### src/rtl/dsi_cmd_tx.sv
module dsi_cmd_tx #(
  parameter int ADDR_W = 8,
  parameter int PAY_WORDS = 4,
  parameter logic [ADDR_W-1:0] TRIG_ADDR = 8'h00,
  parameter logic [ADDR_W-1:0] TYPE_ADDR = 8'h02,
  parameter logic [ADDR_W-1:0] CNT_ADDR = 8'h04,
  parameter logic [ADDR_W-1:0] PAY_ADDR = 8'h10,
  parameter logic [7:0] KIND_SHORT = 8'h10,
  parameter logic [7:0] KIND_LONG = 8'h40
) (
  input  logic              clk,
  input  logic              rst_n,
  input  logic              wr_en,
  input  logic [ADDR_W-1:0] wr_addr,
  input  logic [15:0]       wr_data,
  output logic [7:0]        tx_data,
  output logic              tx_valid,
  input  logic              tx_ready,
  output logic              busy,
  output logic              err
);
  localparam int MAX_BYTES = PAY_WORDS * 2;
  localparam int PAY_W = PAY_WORDS * 16;
  localparam int IDX_W = $clog2(MAX_BYTES + 8);
  localparam int PB_W = $clog2(MAX_BYTES);
  localparam logic [23:0] ECC_MASK [6] = '{24'hF12CB7, 24'hF2555B, 24'h749A6D,
                                            24'hB8E38E, 24'hDF03F0, 24'hEFFC00};

  logic [15:0] type_q, cnt_q;
  logic [15:0] pay_w [PAY_WORDS];
  logic [PAY_W-1:0] pay_flat;

  logic [7:0] s_di;
  logic s_long;
  logic [IDX_W-1:0] s_cnt;
  logic [PAY_W-1:0] s_pay;
  logic [IDX_W-1:0] idx;
  logic [15:0] crc;

  always_ff @(posedge clk or negedge rst_n)
    if (!rst_n) begin
      type_q <= '0;
      cnt_q <= '0;
    end else if (wr_en) begin
      if (wr_addr == TYPE_ADDR) type_q <= wr_data;
      if (wr_addr == CNT_ADDR) cnt_q <= wr_data;
    end

  for (genvar k = 0; k < PAY_WORDS; k++) begin : g_pay
    always_ff @(posedge clk or negedge rst_n)
      if (!rst_n) pay_w[k] <= '0;
      else if (wr_en && wr_addr == PAY_ADDR + ADDR_W'(2 * k)) pay_w[k] <= wr_data;
    assign pay_flat[k*16 +: 16] = pay_w[k];
  end

  wire trig = wr_en && wr_addr == TRIG_ADDR && wr_data[0] && !busy;
  wire kind_short = type_q[15:8] == KIND_SHORT;
  wire kind_long = type_q[15:8] == KIND_LONG;
  wire setup_ok = kind_short || (kind_long && cnt_q <= 16'(MAX_BYTES));
  wire go = trig && setup_ok;
  wire refuse = trig && !setup_ok;

  wire [23:0] hdr = s_long ? {8'h00, 8'(s_cnt), s_di} : {s_pay[15:0], s_di};
  logic [5:0] ecc;
  for (genvar p = 0; p < 6; p++) begin : g_ecc
    assign ecc[p] = ^(hdr & ECC_MASK[p]);
  end

  wire [IDX_W-1:0] pay_end = IDX_W'(4) + s_cnt;
  wire [IDX_W-1:0] last_idx = s_long ? pay_end + IDX_W'(1) : IDX_W'(3);
  wire in_pay = s_long && idx >= IDX_W'(4) && idx < pay_end;
  wire [IDX_W-1:0] pidx = idx - IDX_W'(4);
  wire [PB_W-1:0] pbyte = pidx[PB_W-1:0];

  always_comb begin
    if (idx < IDX_W'(4))
      case (idx[1:0])
        2'd0: tx_data = s_di;
        2'd1: tx_data = hdr[15:8];
        2'd2: tx_data = hdr[23:16];
        default: tx_data = {2'b00, ecc};
      endcase
    else if (in_pay) tx_data = s_pay[pbyte*8 +: 8];
    else if (idx == pay_end) tx_data = crc[7:0];
    else tx_data = crc[15:8];
  end

  assign tx_valid = busy;

  function automatic logic [15:0] crc_step(input logic [15:0] c, input logic [7:0] b);
    logic [15:0] r;
    r = c;
    for (int i = 0; i < 8; i++)
      r = (r[0] ^ b[i]) ? ((r >> 1) ^ 16'h8408) : (r >> 1);
    return r;
  endfunction

  always_ff @(posedge clk or negedge rst_n)
    if (!rst_n) begin
      busy <= 1'b0;
      err <= 1'b0;
      idx <= '0;
      crc <= 16'hFFFF;
      s_di <= '0;
      s_long <= 1'b0;
      s_cnt <= '0;
      s_pay <= '0;
    end else begin
      if (go) begin
        busy <= 1'b1;
        err <= 1'b0;
        idx <= '0;
        crc <= 16'hFFFF;
        s_di <= type_q[7:0];
        s_long <= kind_long;
        s_cnt <= cnt_q[IDX_W-1:0];
        s_pay <= pay_flat;
      end else if (refuse) begin
        err <= 1'b1;
      end
      if (busy && tx_ready) begin
        idx <= idx + IDX_W'(1);
        if (in_pay) crc <= crc_step(crc, tx_data);
        if (idx == last_idx) busy <= 1'b0;
      end
    end
endmodule


### config.mk
export PLATFORM = sky130hd
export DESIGN_NAME = dsi_cmd_tx
export DESIGN_NICKNAME = d
export VERILOG_FILES = /design/src/rtl/dsi_cmd_tx.sv
export SDC_FILE = /design/constraint.sdc
export NUM_CORES = 1
export LEC_CHECK = 0
export BUFFER_PORTS_ARGS = -buffer_cell sky130_fd_sc_hd__buf_2
export CELL_PAD_IN_SITES_DETAIL_PLACEMENT = 1
export CELL_PAD_IN_SITES_GLOBAL_PLACEMENT = 1
export CORE_UTILIZATION = 30
export DETAILED_ROUTE_END_ITERATION = 16
export PLACE_DENSITY = 0.54
export SLEW_MARGIN = 20
export SYNTH_ARGS = -nofsm -noshare
export SYNTH_HDL_FRONTEND = slang
export SYNTH_SLANG_ARGS = --single-unit
export TNS_END_PERCENT = 100
### constraint.sdc
create_clock -name clk -period 4.9 [get_ports clk]
set_clock_uncertainty 0.2 [all_clocks]
set_input_delay 0.245 -clock clk [delete_from_list [all_inputs] [get_ports clk]]
set_output_delay 0.245 -clock clk [all_outputs]
set_load 0.05 [all_outputs]
Word-level counts from Yosys, hierarchy flattened
Cells that the tools add are included.
- shift-type cells: 1
- magnitude comparators: 4
- bitwise operators: 16
- eq/ne operators: 12
- muxes and demuxes: 24
- $add $sub $neg: 4
- reductions and logical operators: 28
- operator list (kind ; number):
    2-to-1 mux 16 bit ; 11
    XOR reduction 24 bit ; 6
    variable part select 64 x 7 -> 8 bit ; 1
    equality test 8 x 5 -> 1 bit, second input constant ; 5
    2-to-1 mux 24 bit ; 1
    2-to-1 mux 8 bit ; 3
    NOT 2 -> 3 bit ; 8
    case mux 8 bit (3 select lines) ; 1
    less-or-equal comparator 16 x 4 -> 1 bit, second input constant ; 1
    logical AND 1 bit ; 13
    2-to-1 mux 4 bit ; 3
    adder 4 x 1 -> 4 bit, second input constant ; 2
    equality test 4 bit ; 2
    equality test 8 x 2 -> 1 bit, second input constant ; 1
    equality test 8 x 3 -> 1 bit, second input constant ; 1
    equality test 8 x 7 -> 1 bit, second input constant ; 1
    zero test 8 bit ; 1
    bitwise XOR 1 bit ; 8
    2-to-1 mux 1 bit ; 5
    adder 3 x 4 -> 4 bit, first input constant ; 1
    greater-or-equal comparator 4 x 3 -> 1 bit, second input constant ; 1
    < comparator 4 x 3 -> 1 bit, second input constant ; 1
    < comparator 4 bit ; 1
    AND reduction 2 bit ; 2
    7 further kinds ; 9
- word-level logic and storage cells: 103
- flip-flop bits (word level): 195

Logic depth before layout (Yosys ltp)
Gate-level depths: netlist of the first run.
- depth after elaboration: 23
- depth in mapped cells: 15
- mapped depth without buffers: 11

Worst setup path before layout of the first run
Ideal clock, no wire load.
- kind: flip-flop to flip-flop
- start: register idx[0]
- end: register crc[8]
- cell stages (with the launch flop): 14
- setup time: 73 ps
- arrival: 3967 ps
- slack: 660 ps
- required time: 4627 ps
- path buffers: 3
- cell sequence: dfrtp_1 > clkbuf_1 > buf_2 > buf_2 > inv_1 > ha_1 > nand4_1 > mux2i_1 > o21ai_0 > a32oi_1 > nand3_1 > xor2_1 > xor3_1 > a21oi_1
- RTL lines (item ; RTL line ; RTL):
    start: declaration ; 37 ; logic [IDX_W-1:0] idx;
    start signal: assignment ; 122 ; idx <= idx + IDX_W'(1);
    branches (longest 4 deep; another with subtractor 3 bit) ; - ;
    2-to-1 mux 8 bit * ; 76 ; if (idx < IDX_W'(4))
    via tx_data[1] ; 16 ; output logic [7:0] tx_data,
    bitwise XOR 1 bit * ; 94 ; r = (r[0] ^ b[i]) ? ((r >> 1) ^ 16'h8408) : (r >> 1);
    2-to-1 mux 16 bit * (4 in a row) ; 94 ;
    bitwise XOR 1 bit * ; 94 ;
    2-to-1 mux 16 bit * (3 in a row) ; 94 ;
    2-to-1 mux 16 bit * ; 123 ; if (in_pay) crc <= crc_step(crc, tx_data);
    2-to-1 mux 16 bit * ; 121 ; if (busy && tx_ready) begin
    end signal: assignment ; 123 ;
    end: declaration ; 38 ; logic [15:0] crc;
Mark *: on every way through the listed nets, which the timed path passes.
A chain may end at the register's enable or synchronous reset.

Worst setup path in the final report of the first run
- start: register idx[2]
- end: output tx_data[5]
- cells in the longest elaborated chain, start to end: 5
- RTL lines (item ; RTL line):
    branches (longest 4 deep; another with subtractor 3 bit) ; -
    2-to-1 mux 8 bit * ; 76
    end: declaration ; 16
Every way passes the cells marked *.

==> impl_metrics.py, run 1 <==
metrics = {
    "outcome": {
        "status": "finished clean",
    },
    "synth": {
        "synth-simple-area-share": 0.1493,
        "yosysTopAreaCell": "dfrtp_1",
        "synth_top_area_share": 0.4575,
        "avgSynthCellArea_sq_um": 11.03,
        "synth_top_family_by_area": "multiplexers",
        "synth_mux_area_frac": 0.1716,
        "ys.warnings.count": 0,
        "synth_edf_count": 0,
        "ys.flop_type": "dfrtp_1",
        "syn_inst": 888,
        "synth.area.top_cells": "dfrtp_1, mux2_2, nand2_1",
        "synth_compound_area_frac": 0.04805,
        "synth_area_sq_um": 9791,
        "seq_area_frac_synth": 0.5004,
        "synth_fa_ha_area_frac": 0.01150,
        "ys_ff_latch": 195,
        "async_reset_ff_frac": 1.000,
        "synth_cell_types": 60,
        "synthesis.nets": 925,
        "synth_xor_area_frac": 0.09431,
    },
    "power_and_ir_drop": {
        "pwr-share-clk": 0.443,
        "leakagePower_nw": 5.557,
        "combPwrFrac": 0.045,
        "switching_power_w": 0.0008532,
        "ir_worst_vdd_mv": 0.2568,
        "power.density_nw_per_um2": 289.3,
        "p_int_w": 0.002403,
        "switching_share": 0.2620,
        "pwr-share-seq": 0.512,
    },
    "worst_setup_path": {
        "cp.required_ns": 4.45,
        "path_class": "flip-flop to primary output",
        "crit_slowest_cell": "dfrtp_1",
        "cp_common_cell": "a211oi_1",
        "cp_top_family": "compound AO/OA/AOI/OAI gates",
        "cp-end-kind": "primary output",
        "crit_buf_inv": 2,
        "startpoint_type": "flip-flop",
        "worstPathArrival_ns": 3.56,
        "max_stage_delay_ns": 0.89,
        "rrSetupSlack_ns": 1.00,
        "path_max_fanout": 16,
        "cp_cell_sequence": "ha_1, o211ai_1, nand2_1, a211oi_1, a211oi_1, a311oi_2, inv_1, buf_2",
    },
    "hold_path": {
        "hp-class": "primary input to flip-flop",
    },
    "cells_and_area": {
        "area_growth_pct": 14.98,
        "drive_gt1_frac": 0.2473,
        "layout.cells.non_filler": 1377,
        "diodes": 0,
        "design_area_sq_um": 11260,
        "nets": 966,
    },
    "placed_design": {
        "dp_hpwl_microns": 18210,
        "place.gp.congestion": 0.8366,
        "post_dp_cell_area_sq_um": 10470,
        "dp_cells": 1327,
        "port_buffers": 38,
    },
    "global_routing": {
        "gr-total-overflow": 0,
        "antenna_found_initial": 1,
        "grt_pass1_wl_microns": 42630,
        "grt_usage": 0.1717,
        "grt_pass1_vias": 6793,
        "grt_max_degree": 101,
    },
    "routing": {
        "drt_wl_total_microns": 26850,
        "routed_via_density": 4.821,
        "vias": 6639,
        "drcViolationCount": 0,
        "wl_per_cell_microns": 19.50,
        "dr.pass1.iters": 5,
        "ant_nets": 0,
        "drtIter0Drc": 382,
    },
    "clock_network": {
        "cts.clk_slew.worst_paths_ns": 0.09,
        "cts_resized": 0,
        "clk_path_buf_depth": 2,
        "cts_root_buf": "clkbuf_16",
        "h-tree-depth": 4,
        "numCtsBuffers": 17,
        "cts_tree": "yes",
        "clk_latency_ns": 0.46,
        "clock-sinks": 195,
    },
    "timing": {
        "period_share": 0.8178,
        "whs_ns": 0.002958,
        "max_slew_margin": 0.3606,
        "setup_viol": 0,
        "setup_tns_ns": 0,
        "rsz0062_at_grt": "no",
        "fmax_ghz": 0.2495,
        "tightest_slew_ns": 0.9567,
        "finalMaxSlewViolations": 0,
        "hold_viol_final": 0,
        "period_needed_ns": 4.007,
    },
    "floorplan": {
        "start_util": 0.3079,
        "coreArea_sq_um": 31800,
        "die_width_microns": 182.7,
        "dieHeight_microns": 182.7,
        "die-area_sq_um": 33360,
        "row_count": 65,
        "num_io_pins": 39,
    },
    "job": {
        "maxCapViolCount": 0,
    },
}
## layer usage
layer / track usage / vias up / routed length [microns]
li1: - / 3126 / -
met1: 0.2495 / 3399 / 13390
met2: 0.2591 / 92 / 12220
met3: 0.03492 / 22 / 869
met4: 0.04437 / 0 / 367
met5: 0 / - / 0
## cells in the final DEF, fill, tap and decap left out, types with 4 or more instances in the layout
cell type      instances
nand2_1              247
dfrtp_1              179
mux2_2               100
xnor2_1               39
buf_2                 37
a21oi_1               26
nor3_1                24
mux2i_1               19
o21ai_0               18
nor2_1                18
dlygate4sd3_1         18
clkbuf_16             17
xor2_1                16
dfstp_2               16
buf_4                 16
mux4_2                15
xnor3_1               15
nand3_1               13
inv_1                 11
ha_1                   9
a22oi_1                6
nor2b_1                5
clkinv_8               5
inv_6                  4
## cells in the mapped netlist, drive strengths merged (2+ instances only)
master / count
mux2i: 19
xnor2: 40
nor2b: 5
dfstp: 16
a221oi: 3
buf: 9
dfrtp: 179
xnor3: 15
a211oi: 2
nand3: 13
nand4: 3
inv: 11
mux4: 16
and3: 4
o21ai: 18
nor4: 2
ha: 9
o211ai: 2
nand3b: 3
xor2: 17
nor2: 20
nand2b: 2
xor3: 3
o31ai: 2
a22oi: 6
nor4b: 4
clkbuf: 41
a21oi: 26
or4: 3
a32oi: 2
nand2: 247
mux2: 100
a21o: 2
or2: 3
nor3: 26
## registers in the layout, summed over array words and instances (netlist names)
| name | flops |
|---|---|
| pay_flat | 64 |
| s_pay | 64 |
| cnt_q | 16 |
| crc | 16 |
| type_q | 16 |
| s_di | 8 |
| idx | 4 |
| s_cnt | 4 |
| busy | 1 |
| err | 1 |
| s_long | 1 |
## timing repair
item	CTS	global route
endpoints found under the hold margin	180	0
buffers inserted	0	0
hold buffers	18	0
## power groups by stage
stage	Combinational, W	Sequential (W)	Clock (W)
finish	0.000146	0.00167	0.00144
global route	0.000163	0.00167	0.00154
CTS	0.000151	0.00167	0.00149
detailed placement	0.000140	0.00170	0
global placement	0.000138	0.00170	0
floorplan	0.0000598	0.00170	0
## path summary, 6_finish.rpt
check,from,end,cells after the start
min in group asynchronous,rst_n,cnt_q[15],2
worst min-delay path,wr_data[6],pay_flat[6],2
worst max-delay path,idx[2],tx_data[5],8
worst min register to register,pay_flat[22],s_pay[22],2
max in group asynchronous,rst_n,pay_flat[5],3
worst max register to register,idx[2],crc[8],9
## kinds of logic after synthesis
group                      count (synthesis)
AOI/OAI and AO/OA                         73
xor gates and xnor gates                  75
adders and majority gates                  9
buffers and inverters                     61
DFF                                      195
muxes                                    135
and+or+nand+nor                          340
## stage by stage
step                      worst slack, ns  total power [W]  utilization
after global routing               0.6851         0.003381       0.3540
final                              0.8926         0.003256       0.3540
after detailed placement            1.037         0.001839       0.3293
after CTS                          0.9030         0.003308       0.3540
after floorplan                    0.6599         0.001755            -
after global placement              1.163         0.001836       0.3293
## worst reg2reg max path, cell delays in order, from the launching register on
cell,delay [ns]
dfrtp_1,0.89
ha_1,0.40
o211ai_1,0.28
nand2_1,0.34
a211oi_1,0.32
a211oi_1,0.10
a311oi_2,0.46
xnor2_1,0.22
xor3_1,0.45
a21oi_1,0.16
## layout make-up
| class | instances | area [sq um] |
|---|---|---|
| Fill cell | 3523 | 20540 |
| Sequential cell | 195 | 4900 |
| Multi-Input combinational cell | 632 | 4666 |
| Tap cell | 435 | 544.3 |
| Timing Repair Buffer | 72 | 499.2 |
| Clock buffer | 17 | 425.4 |
| Clock inverter | 15 | 181.4 |
| Inverter | 11 | 41.29 |
No activity file was read; power rests on OpenSTA's default activity.
==> run 2: changes to the inputs <==
- clock period: 4.9 -> 3.7 ns (I/O delays scaled with it)
==> run 2 against run 1 <==
Core utilization rose by 0.60 points. Sequential cell count did not move. Clock power rose by 29%. Global-route usage rose by 0.21 points. Critical path depth fell by 1. First-iteration DRC count fell by 19%. Final cell count rose by 1.5%. Critical endpoint is now tx_data[1]. Largest cell class unchanged. Highest routed layer unchanged.
==> impl_metrics.py, run 2 (synthesis results as in run 1) <==
metrics = {
    "outcome": {
        "status": "finished clean",
    },
    "worst_setup_path": {
        "crit_slowest_cell": "or4_1",
        "cp.required_ns": 3.31,
        "max_stage_delay_ns": 0.58,
        "cp_top_family": "simple AND/OR/NAND/NOR gates",
        "worstPathArrival_ns": 3.05,
        "rrSetupSlack_ns": 0.29,
        "startpoint_type": "flip-flop",
        "path_class": "flip-flop to primary output",
        "cp-end-kind": "primary output",
        "crit_buf_inv": 2,
        "cp_cell_sequence": "buf_12, ha_1, nor2b_1, a221oi_1, or4_1, nand3_4, buf_2",
        "path_max_fanout": 14,
    },
    "floorplan": {
        "die-area_sq_um": 33360,
        "row_count": 65,
        "die_width_microns": 182.7,
        "start_util": 0.3079,
        "coreArea_sq_um": 31800,
        "dieHeight_microns": 182.7,
        "num_io_pins": 39,
    },
    "routing": {
        "drt_wl_total_microns": 27140,
        "dr.pass1.iters": 4,
        "vias": 6676,
        "drcViolationCount": 0,
        "wl_per_cell_microns": 19.41,
        "drtIter0Drc": 311,
        "ant_nets": 0,
        "routed_via_density": 4.775,
    },
    "placed_design": {
        "place.gp.congestion": 0.8441,
        "dp_hpwl_microns": 18790,
        "port_buffers": 38,
        "dp_cells": 1347,
        "post_dp_cell_area_sq_um": 10670,
    },
    "clock_network": {
        "cts.clk_slew.worst_paths_ns": 0.07,
        "cts_resized": 0,
        "post_cts_buffers": 0,
        "clk_latency_ns": 0.44,
        "numCtsBuffers": 17,
        "cts_tree": "yes",
        "clk_path_buf_depth": 2,
        "h-tree-depth": 4,
        "clock-sinks": 195,
        "cts_root_buf": "clkbuf_16",
    },
    "global_routing": {
        "grt_pass1_vias": 7018,
        "grt_usage": 0.1738,
        "grt_max_degree": 98,
        "gr-total-overflow": 0,
        "antenna_found_initial": 0,
        "grt_pass1_wl_microns": 43240,
    },
    "timing": {
        "hold_viol_final": 0,
        "fmax_ghz": 0.2912,
        "finalMaxSlewViolations": 0,
        "setup_tns_ns": 0,
        "whs_ns": 0.05096,
        "max_slew_margin": 0.3510,
        "period_share": 0.9283,
        "rsz0062_at_grt": "no",
        "period_needed_ns": 3.435,
        "setup_viol": 0,
        "tightest_slew_ns": 0.9711,
    },
    "cells_and_area": {
        "layout.cells.non_filler": 1398,
        "drive_gt1_frac": 0.2638,
        "area_growth_pct": 16.92,
        "final_cell_mix": "nand2_1, dfrtp_1, mux2_2",
        "design_area_sq_um": 11450,
        "final_core_util": 0.3600,
        "nets": 987,
        "diodes": 0,
        "final_common_cell": "nand2_1",
        "final.fill_count": 3511,
    },
    "hold_path": {
        "hp-class": "primary input to flip-flop",
    },
    "job": {
        "maxCapViolCount": 0,
    },
    "power_and_ir_drop": {
        "leakagePower_nw": 5.668,
        "power.density_nw_per_um2": 373.2,
        "ir_worst_vdd_mv": 0.3130,
    },
}
## run 2: changes by cell type in the layout (fill, tap and decap cells not counted), sizes merged
cell,change
buf,+20
inv,-3
clkinvlp,+2
bufinv,+1
clkbuf,+1
clkinv,-1
dlygate4sd3,+1
## run 2: timing repair
| action | CTS | global route |
|---|---|---|
| hold endpoints to repair | 178 | 0 |
| hold buffers | 19 | 0 |
| setup endpoints to repair | 0 | 2 |
## run 2: final cells by class
| type | count | area, sq um | share of cell area |
|---|---|---|---|
| Inverter | 11 | 41.29 | 0.003607 |
| Tap cell | 435 | 544.3 | 0.04755 |
| Timing Repair Buffer | 93 | 684.4 | 0.05979 |
| Clock inverter | 14 | 143.9 | 0.01257 |
| Clock buffer | 18 | 439.2 | 0.03836 |
| Sequential cell | 195 | 4900 | 0.4280 |
| Multi-Input combinational cell | 632 | 4695 | 0.4101 |
## run 2: worst reg2reg max path, stage by stage, from the launching register on
cell	delay, ns
dfrtp_1	0.54
buf_12	0.22
ha_1	0.23
nor2b_1	0.40
a221oi_1	0.21
or4_1	0.58
nand3_4	0.13
xor2_1	0.18
xnor3_1	0.25
and3_1	0.19
nor3_1	0.20
## run 2: metrics by stage
stage	total power [W]	setup slack, ns
3_3_place_gp	0.002437	0.3756
2_1_floorplan	0.002326	0.05803
6_report	0.004272	0.2653
4_1_cts	0.004359	0.2010
5_1_grt	0.004452	0.03894
3_5_place_dp	0.002442	0.2943
## run 2: final timing paths
kind | cells past startpoint | start | end
setup / recovery | 7 | idx[1] | tx_data[1]
hold / removal | 4 | wr_addr[2] | err
setup reg to reg | 10 | idx[1] | crc[1]
hold reg to reg | 2 | s_pay[28] | s_pay[28]
max in group asynchronous | 3 | rst_n | pay_flat[22]
min in group asynchronous | 2 | rst_n | cnt_q[5]
## run 2: power by group
group          internal (W)  switching (W)
sequential          0.00218      0.0000270
combinational     0.0000851       0.000114
clock              0.000967       0.000897
## run 2: per-layer routing
metal	up-vias	wire [microns]	track usage
met5	-	0	0
met4	0	240	0.04504
met3	19	942	0.02614
met2	80	12810	0.2751
met1	3426	13140	0.2476
li1	3151	-	-
